### src/rtl/lvl_irq_pkg.sv
// Package: shared state encoding and next-state function for the
// level-sensitive interrupt tracker. Assumes one synchronised level per source.
package lvl_irq_pkg;

    typedef enum logic [1:0] {
        ST_INACTIVE = 2'd0,
        ST_PENDING  = 2'd1,
        ST_ACTIVE   = 2'd2,
        ST_ACT_PEND = 2'd3
    } irq_state_e;

    // Next state from current state, synchronised level and the two strobes.
    function automatic irq_state_e irq_next_state(
        input irq_state_e cur,
        input logic       lvl,
        input logic       ack,
        input logic       deact
    );
        irq_state_e nxt;
        nxt = cur;
        case (cur)
            ST_INACTIVE: nxt = lvl ? ST_PENDING : ST_INACTIVE;
            ST_PENDING: begin
                if (ack)       nxt = lvl ? ST_ACT_PEND : ST_ACTIVE;
                else if (!lvl) nxt = ST_INACTIVE;
                else           nxt = ST_PENDING;
            end
            ST_ACTIVE, ST_ACT_PEND: begin
                if (deact) nxt = lvl ? ST_PENDING : ST_INACTIVE;
                else       nxt = lvl ? ST_ACT_PEND : ST_ACTIVE;
            end
            default: nxt = ST_INACTIVE;
        endcase
        return nxt;
    endfunction

endpackage

### src/rtl/lvl_sync.sv
// Module: multi-flop synchroniser for one asynchronous level.
// Assumes STAGES >= 2; output lags the input by STAGES clock edges.
module lvl_sync #(
    parameter int STAGES = 2
) (
    input  logic clk,
    input  logic rst_n,
    input  logic d_i,
    output logic q_o
);
    logic [STAGES-1:0] chain_q;

    // Shift the raw level through the flop chain; clear on reset.
    always_ff @(posedge clk) begin
        if (!rst_n) chain_q <= '0;
        else        chain_q <= {chain_q[STAGES-2:0], d_i};
    end

    assign q_o = chain_q[STAGES-1];

endmodule

### src/rtl/lvl_irq_fsm.sv
// Module: state machine for one level-sensitive interrupt source.
// Assumes lvl_i is already synchronised; strobes are single-cycle.
module lvl_irq_fsm
    import lvl_irq_pkg::*;
#(
    parameter int              ID_W    = 10,
    parameter logic [ID_W-1:0] MY_ID   = '0,
    parameter logic [ID_W-1:0] SPUR_ID = '1
) (
    input  logic            clk,
    input  logic            rst_n,
    input  logic            lvl_i,
    input  logic            ack_i,
    input  logic            deact_i,
    output logic            irq_o,
    output logic            pend_o,
    output logic [ID_W-1:0] ack_id_o
);
    irq_state_e state_q;
    logic       is_pend;

    assign is_pend = (state_q == ST_PENDING);

    // Advance the interrupt state every cycle.
    always_ff @(posedge clk) begin
        if (!rst_n) state_q <= ST_INACTIVE;
        else        state_q <= irq_next_state(state_q, lvl_i, ack_i, deact_i);
    end

    // Latch the ID answered to the last acknowledge.
    always_ff @(posedge clk) begin
        if (!rst_n)     ack_id_o <= SPUR_ID;
        else if (ack_i) ack_id_o <= is_pend ? MY_ID : SPUR_ID;
    end

    // Decode the CPU request and the pollable pending bit.
    always_comb begin
        irq_o  = (state_q == ST_PENDING);
        pend_o = (state_q == ST_PENDING) || (state_q == ST_ACT_PEND);
    end

    a_r2_idle_rise: assert property (@(posedge clk) disable iff (!rst_n)
        (state_q == ST_INACTIVE && lvl_i) |=> irq_o);

    a_r3_ack_serves: assert property (@(posedge clk) disable iff (!rst_n)
        (ack_i && state_q == ST_PENDING) |=>
            (!irq_o && ack_id_o == MY_ID && pend_o == $past(lvl_i)));

    a_r4_redeliver: assert property (@(posedge clk) disable iff (!rst_n)
        (deact_i && lvl_i && state_q == ST_ACT_PEND) |=> irq_o);

    a_r5_deact_low: assert property (@(posedge clk) disable iff (!rst_n)
        (deact_i && !lvl_i && (state_q == ST_ACTIVE || state_q == ST_ACT_PEND))
            |=> (state_q == ST_INACTIVE));

    a_r6_spurious: assert property (@(posedge clk) disable iff (!rst_n)
        (ack_i && state_q != ST_PENDING) |=> (ack_id_o == SPUR_ID));

    a_r9_irq_implies_pend: assert property (@(posedge clk) disable iff (!rst_n)
        irq_o |-> pend_o);

endmodule

### src/rtl/lvl_irq_tracker.sv
// Module: top of the level-sensitive interrupt tracker. Replicates one
// synchroniser and one state machine per source; source i answers BASE_ID+i.
// Assumes BASE_ID+NUM_SRC-1 fits in ID_W bits and differs from SPURIOUS_ID.
module lvl_irq_tracker #(
    parameter int NUM_SRC     = 2,
    parameter int ID_W        = 10,
    parameter int BASE_ID     = 27,
    parameter int SPURIOUS_ID = 1023,
    parameter int SYNC_STAGES = 2
) (
    input  logic                    clk,
    input  logic                    rst_n,
    input  logic [NUM_SRC-1:0]      src_level_i,
    input  logic [NUM_SRC-1:0]      ack_stb_i,
    input  logic [NUM_SRC-1:0]      deact_stb_i,
    output logic [NUM_SRC-1:0]      irq_o,
    output logic [NUM_SRC-1:0]      pend_o,
    output logic [NUM_SRC*ID_W-1:0] ack_id_o
);
    localparam logic [ID_W-1:0] SPUR_ID_L = ID_W'(SPURIOUS_ID);

    logic [NUM_SRC-1:0] lvl_sync_w;

    for (genvar gi = 0; gi < NUM_SRC; gi++) begin : g_src
        localparam logic [ID_W-1:0] SRC_ID = ID_W'(BASE_ID + gi);

        // Bring the raw level into the clock domain.
        lvl_sync #(.STAGES(SYNC_STAGES)) sync_i (
            .clk   (clk),
            .rst_n (rst_n),
            .d_i   (src_level_i[gi]),
            .q_o   (lvl_sync_w[gi])
        );

        // Track the interrupt state of this source.
        lvl_irq_fsm #(.ID_W(ID_W), .MY_ID(SRC_ID), .SPUR_ID(SPUR_ID_L)) fsm_i (
            .clk      (clk),
            .rst_n    (rst_n),
            .lvl_i    (lvl_sync_w[gi]),
            .ack_i    (ack_stb_i[gi]),
            .deact_i  (deact_stb_i[gi]),
            .irq_o    (irq_o[gi]),
            .pend_o   (pend_o[gi]),
            .ack_id_o (ack_id_o[gi*ID_W +: ID_W])
        );
    end

endmodule

### config.mk
export PLATFORM = sky130hd
export DESIGN_NAME = lvl_irq_tracker
export DESIGN_NICKNAME = d
export VERILOG_FILES = /design/src/rtl/lvl_irq_pkg.sv /design/src/rtl/lvl_sync.sv /design/src/rtl/lvl_irq_fsm.sv /design/src/rtl/lvl_irq_tracker.sv
export SDC_FILE = /design/constraint.sdc
export NUM_CORES = 1
export LEC_CHECK = 0
export ABC_AREA = 0
export ABC_CLOCK_PERIOD_IN_PS = 1600
export BUFFER_PORTS_ARGS = -buffer_cell sky130_fd_sc_hd__buf_4
export CORE_MARGIN = 5
export CORE_UTILIZATION = 35
export CTS_CLUSTER_SIZE = 8
export DETAILED_ROUTE_END_ITERATION = 12
export GPL_TIMING_DRIVEN = 0
export PLACE_DENSITY = 0.79
export REMOVE_ABC_BUFFERS = 1
export SYNTH_ARGS = -nofsm -noshare
export SYNTH_HDL_FRONTEND = slang
export SYNTH_SLANG_ARGS = --single-unit
### constraint.sdc
create_clock -name clk -period 1.6 [get_ports clk]
set_clock_uncertainty 0.1 [all_clocks]
set_input_delay 0.08 -clock clk [delete_from_list [all_inputs] [get_ports clk]]
set_output_delay 0.08 -clock clk [all_outputs]
set_load 0.02 [all_outputs]
# ---- After elaboration in Yosys (flattened, before gate mapping)
# Cells that the tools add are included.
# W data, S select, Z words.
dict set report totals {
  register_bits 28
  latch_bits 0
  ram_bits 0
  mem_bits_ro 0
  wordCells 30
  memories 0
}
dict set report op_classes {
  add_sub_neg 0
  multipliers 0
  n_div 0
  n_lt_le_gt_ge 0
  n_eq_ne 6
  shifts 0
  mux 12
  n_bitwise 0
  n_reduce_logical 6
}
# cell n
set op_table {}
lappend op_table {{$mux W10} 2}
lappend op_table {{$pmux W2 S3} 2}
lappend op_table {{$eq A2 B2 Y1 const B} 4}
lappend op_table {{$mux W2} 4}
lappend op_table {{$eq A2 B1 Y1 const B} 2}
lappend op_table {{$logic_not A2 Y1} 2}
lappend op_table {{$mux W1} 4}
lappend op_table {{$reduce_or A2 Y1} 2}
lappend op_table {{$logic_or A1 B1 Y1} 2}

# ---- Depth between registers and ports, before layout
# Gate-level depths: netlist of the first run.
dict set report depth {
  depth_word 3
  ltp_mapped 2
  mapped_depth_nobuf 2
}

# ---- Modules after synthesis
# A second synthesis of the first run with hierarchy kept.
dict set report unflattened {
  cells_unflattened 50
  area_unflattened_um2 467.9
}
# mod instances cells_per_inst area_per_inst_um2 seq_area_each_um2
set modules_own_cells {}
lappend modules_own_cells {lvl_irq_fsm 2 21 181.4 60.1}
lappend modules_own_cells {lvl_sync 2 4 52.6 40.0}

# ---- Worst setup path after synthesis of the first run
# Ideal clock, no wire load.
dict set report synth_path {
  kind {register to output}
  startpoint {register g_src[1].fsm_i.ack_id_o[8] (netlist name)}
  endpoint {output port ack_id_o[11]}
  t_arrival_ps 720
  required_ps 1420
  slack_ps 700
  path_stages_with_launch 2
  path_buffers 1
  path_cell_list {dfxtp_1 > buf_4}
}
# item line_no
set synth_lines {}
lappend synth_lines {{end, declared} lvl_irq_tracker.sv:18} ;# output logic [NUM_SRC*ID_W-1:0] ack_id_o

# ---- Worst setup path after layout of the first run
dict set report layout_path {
  startpoint {input port rst_n}
  endpoint {register g_src[1].sync_i.chain_q[0]}
}
# item line_no
set layout_lines {}
lappend layout_lines {{start, declared} lvl_irq_tracker.sv:12} ;# input logic rst_n,
lappend layout_lines {{end signal, assigned} lvl_sync.sv:16} ;# else chain_q <= {chain_q[STAGES-2:0], d_i};
lappend layout_lines {{end, declared} lvl_sync.sv:11} ;# logic [STAGES-1:0] chain_q;
# No word-level cell between the ends.

==> results of run 1 <==
## where the power goes
group / switching [mW] / total (mW) / internal [mW]
clock network: 0.0865 / 0.225 / 0.138
registers: 0.00312 / 0.259 / 0.256
logic: 0.0359 / 0.0705 / 0.0346
total: 0.126 / 0.555 / 0.429
## layout make-up
cell class / instances / area (um2)
fill: 137 / 671
timing repair buffer: 31 / 250
clock buffer: 4 / 36.3
sequential: 10 / 200
multi-input combinational: 25 / 141
tap: 15 / 18.8
## cells in the final DEF, fill, tap and decap left out
cell type      count
buf_4             24
clkbuf_4           3
nor2_1             2
o21ai_0            2
conb_1             7
and2_1             6
and2b_1            2
dlygate4sd3_1      7
clkbuf_8           1
and3b_1            2
nor2b_1            2
dfxtp_1           10
o21a_1             2
## kinds of logic after synthesis
logic type	synth area share
buffers and inverters	0.351
AND/OR/NAND/NOR	0.183
flip-flops	0.407
AO/OA/AOI/OAI	0.0509
other	0.00763
## stage by stage
| stage | cell area (um2) | util | setup slack, ns | hold WS (ns) |
|---|---|---|---|---|
| finish | 647 | 0.491 | 0.201 | 0.0186 |
| global route | 647 | 0.491 | 0.163 | 0.00857 |
| CTS | 647 | 0.491 | 0.206 | 0.0170 |
| detailed placement | 541 | 0.410 | 0.710 | 0.193 |
| global placement | 541 | 0.410 | 0.724 | 0.187 |
| floorplan | 342 | - | -0.0190 | 0.0562 |
## worst min-delay path by stage
stage                   startpoint                          to
detailed placement  src_level_i[1]  g_src[1].sync_i.chain_q[0]
floorplan                    rst_n  g_src[0].fsm_i.ack_id_o[8]
global route        deact_stb_i[0]   g_src[0].fsm_i.state_q[1]
global placement    src_level_i[1]  g_src[1].sync_i.chain_q[0]
CTS                 deact_stb_i[1]   g_src[1].fsm_i.state_q[1]
finish              deact_stb_i[1]   g_src[1].fsm_i.state_q[1]
## flip-flops by register name (all words and copies together), names as in the netlist
signal and flops:
g_src.sync_i.chain_q 4, g_src.fsm_i.ack_id_o 2, g_src.fsm_i.state_q 4
## worst register-to-register path, stage by stage, from the launching register on
cell,delay [ns]
dfxtp_1,0.45
nor2_1,0.07
o21ai_0,0.15
dlygate4sd3_1,0.55
## metal layers
metal  global-route usage  routed length, um
met1               0.0568                240
met2                0.126                402
met3               0.0677                150
met4               0.0331                 12
met5                    0                  0
==> out/results.ini, run 1 <==
[outcome]
status = completed

[synthesis]
yosysTopAreaCellShare = 0.407
ys_types = 11
async_reset_ff_frac = 0
synth_flop_cell = dfxtp_1
yosys.area.top_type = dfxtp_1
synthTopCellsByCount = buf_4, dfxtp_1, and2_1
yosys_warnings = 0
synth_edf_count = 0
synth.most_common_cell = buf_4
synth-seq-cells = 10
synthTopCellsByArea = dfxtp_1, buf_4, and2_1, and3b_1, and2b_1
syn_area_um2 = 492
synth_cells = 53
avgSynthCellArea_um2 = 9.28
yosysSeqAreaShare = 0.407

[route]
drc = 0
drtIter0Drc = 0
dr_total_vias = 339
drtAntennaViolNets = 0
dr.pass1.iters = 1
finalWirelength_um = 805
drt-wirelength-per-cell_um = 9.47
via_per_inst = 3.99

[power_and_ir_drop]
finalPower_mw = 0.555
vdd_drop_max_v = 0.000571
power.density_nw_per_um2 = 857
p_leak_nw = 0.319

[setup_path]
path_depth = 4
startpoint = rst_n
start_kind = input port
crit_arrival_ns = 1.45
r2r_cells = 3
worst-path-max-fanout = 10
crit_end = g_src[1].sync_i.chain_q[0]
path_buf_inv = 3
cp-end-kind = flip-flop
critical_path.slowest_cell = dlygate4sd3_1
reg2reg_to = g_src[1].fsm_i.ack_id_o[8]
path_cells = dlygate4sd3_1 -> buf_4 -> and2_1 -> dlygate4sd3_1
r2r_start = g_src[1].fsm_i.ack_id_o[8]
cpLargestDelayFamily = buffers and inverters
crit_type = in -> reg
worst_path_most_repeated_cell = dlygate4sd3_1
crit_required_ns = 1.65
r2r_setup_slack_ns = 0.23
slowest_delay_ns = 0.54

[cells_and_area]
syn2layout_area_growth_pct = 31.6
diodes = 0
final_nets = 79
layout-drive-gt1-share = 0.400
fin_cells = 85

[hold_path]
hold_class = in -> reg
min_path_cells = 3

[grt]
grt_pass1_vias = 266
grt_max_degree = 11
grtUsageTotal = 0.0738
grt_antenna_before_repair = 0
gr-total-overflow = 0
grt_pass1_wl_um = 1050

[place]
dp_hpwl_um = 596
routabilityCongestion = 0.560
numPlacedInstances = 74
port_buffers = 24

[run]
timing.max_cap.violations = 0

[cts]
clk_latency_ns = 0.26
clock_path_buffers = 2
clk_pin_slew_ns = 0.06
cts_resized = 0
cts_buffers = 3
root_buffer = clkbuf_4
post_cts_buffers = 0
clock_sinks = 10
hold_buffers = 7
cts.htree.levels = 1
cts_tree = done

[floorplan]
initial_core_util = 0.373
num_rows = 13
core_um2 = 1320
dieHeight_um = 47.5
ios = 32
die_w_um = 47.5
die-area_um2 = 2250

[sta]
fin_crit_ns = 1.40
fin_setup_tns_ns = 0
period_share = 0.875
finalHoldViolations = 0
final-setup-viol-count = 0
grt_setup_unrepaired = no
slew_violations = 0
fmax_mhz = 715

(Power assumes the default switching activity.)
==> run 2, diff against run 1 <==
Settings changed: PLACE_DENSITY 0.79 to 0.8, SYNTH_HIERARCHICAL from default to 1.
==> run 2 against run 1 <==
Against the previous run:
- combinational power increased by 2%
- hold slack improved by 0.0087 ns
- utilization increased by 1.4 points
- routed wire length increased by 1.4%
==> out/results.ini, run 2 <==
[synthesis]
synth_flop_cell = dfxtp_1
synth-seq-cells = 10
synth.most_common_cell = buf_4
yosys.area.top_type = dfxtp_1
synthTopCellsByCount = buf_4, dfxtp_1, and2_1
syn_area_um2 = 468
synth_cells = 50
async_reset_ff_frac = 0
synth_edf_count = 0
ys_types = 11
yosysTopAreaCellShare = 0.428
yosys_warnings = 6
avgSynthCellArea_um2 = 9.36
synthTopCellsByArea = dfxtp_1, buf_4, and2_1, and2b_2, nand4b_1
yosysSeqAreaShare = 0.428

[power_and_ir_drop]
finalPower_mw = 0.553
vdd_drop_max_v = 0.000907
p_leak_nw = 0.317
power.density_nw_per_um2 = 851

[cts]
cts.htree.levels = 1
cts_buffers = 3
clock_sinks = 10
root_buffer = clkbuf_4
cts_tree = done
clk_latency_ns = 0.26
clk_pin_slew_ns = 0.07
cts_resized = 0
clock_path_buffers = 2

[grt]
grt_antenna_before_repair = 0
gr-total-overflow = 0
grt_pass1_vias = 268
grt_pass1_wl_um = 1140
grtUsageTotal = 0.0770
grt_max_degree = 13

[route]
drt-wirelength-per-cell_um = 9.60
dr_total_vias = 336
finalWirelength_um = 816
via_per_inst = 3.95
dr.pass1.iters = 2
drc = 0
drtAntennaViolNets = 0
drtIter0Drc = 2

[place]
routabilityCongestion = 0.588
port_buffers = 24
numPlacedInstances = 74
dp_hpwl_um = 605

[floorplan]
die-area_um2 = 2170
die_w_um = 46.6
num_rows = 13
initial_core_util = 0.364
core_um2 = 1280
dieHeight_um = 46.6
ios = 32

[setup_path]
slowest_delay_ns = 0.54
critical_path.slowest_cell = dlygate4sd3_1
crit_required_ns = 1.65
worst-path-max-fanout = 12
path_cells = dlygate4sd3_1 -> buf_4 -> nand4b_1 -> a21boi_1 -> dlygate4sd3_1
start_kind = input port
cp-end-kind = flip-flop
crit_arrival_ns = 1.59
worst_path_most_repeated_cell = dlygate4sd3_1
crit_type = in -> reg

[sta]
final-setup-viol-count = 0
fmax_mhz = 652
fin_crit_ns = 1.53
grt_setup_unrepaired = no
slew_violations = 0
finalHoldViolations = 0
fin_setup_tns_ns = 0
period_share = 0.959
hold_ws_ns = 0.0273

[cells_and_area]
layout-drive-gt1-share = 0.429
fill_cells = 129
diodes = 0
final_nets = 79
syn2layout_area_growth_pct = 38.8
mostFrequentLayoutCell = buf_4
reg_top3 = g_src.fsm_i/state_q: 4 flops, g_src.sync_i/chain_q: 4 flops, g_src.fsm_i/ack_id_o: 2 flops
fin_cells = 85
final_cell_mix = buf_4, dfxtp_1, conb_1, dlygate4sd3_1, and2_1

[outcome]
status = completed

[hold_path]
hold_class = in -> reg

[run]
timing.max_cap.violations = 0

## run 2: changes by cell type after synthesis, sizes merged
| cell | change |
|---|---|
| buf | -4 |
| nand3b | +2 |
| a21boi | +2 |
| conb | +1 |
| o21a | -2 |
| o21ai | -2 |
| nand2 | +2 |
| nor2b | -2 |
| nand4b | +2 |
| and3b | -2 |
## run 2: worst max-delay path: cells and delay by family
family / cells / cell delay (ns)
AND/OR/NAND/NOR: 1 / 0.13
buffers and inverters: 3 / 1.23
AO/OA/AOI/OAI: 1 / 0.15
## run 2: metrics by stage
stage | setup slack, ns | area (um2) | util
2_1_floorplan | -0.0198 | 344 | -
3_3_place_gp | 0.747 | 543 | 0.423
3_5_place_dp | 0.742 | 543 | 0.423
4_1_cts | 0.0801 | 649 | 0.505
5_1_grt | 0.00933 | 649 | 0.505
6_report | 0.0651 | 649 | 0.505
## run 2: area by class of cell
| cell class | count | area (um2) | area share |
|---|---|---|---|
| timing repair buffer | 31 | 250 | 0.385 |
| sequential | 10 | 200 | 0.308 |
| multi-input combinational | 25 | 144 | 0.222 |
| clock buffer | 4 | 36.3 | 0.0559 |
| tap | 15 | 18.8 | 0.0289 |
## run 2: final timing paths
path	start	endpoint	slack, ns	depth (start not counted)
worst max-delay path	rst_n	g_src[1].fsm_i/ack_id_o[8]	0.07	5
worst min register to register	g_src[1].sync_i/chain_q[1]	g_src[1].fsm_i/state_q[0]	0.33	1
worst max register to register	g_src[1].fsm_i/state_q[1]	g_src[1].fsm_i/ack_id_o[8]	0.20	3
worst min-delay path	ack_stb_i[1]	g_src[1].fsm_i/state_q[1]	0.03	3
## run 2: per-layer routing
metal	part of all wire	vias up	track usage
li1	-	169	-
met4	0	0	0
met1	0.34	145	0.0841
met2	0.46	22	0.126
met3	0.20	0	0.0586
met5	0	-	0
## run 2: what timing repair did
item / CTS / global route
hold buffers: 7 / 0
hold endpoints to repair: 6 / 0
setup buffers: 0 / 0
## run 2: cells by family (layout without fill, tap and decap cells)
group / count (synthesis) / after routing / share of synthesized area
DFF: 10 / 10 / 0.428
other: 2 / 7 / 0.0160
and+or+nand+nor: 16 / 16 / 0.219
AOI/OAI and AO/OA: 2 / 2 / 0.0321
buffers and inverters: 20 / 35 / 0.305
## run 2: power breakdown
group          leakage (nW)  internal, mW  switching, mW
Clock                0.0210         0.138         0.0835
Combinational         0.214        0.0351         0.0368
Sequential           0.0818         0.256        0.00336
Total                 0.317         0.429          0.124
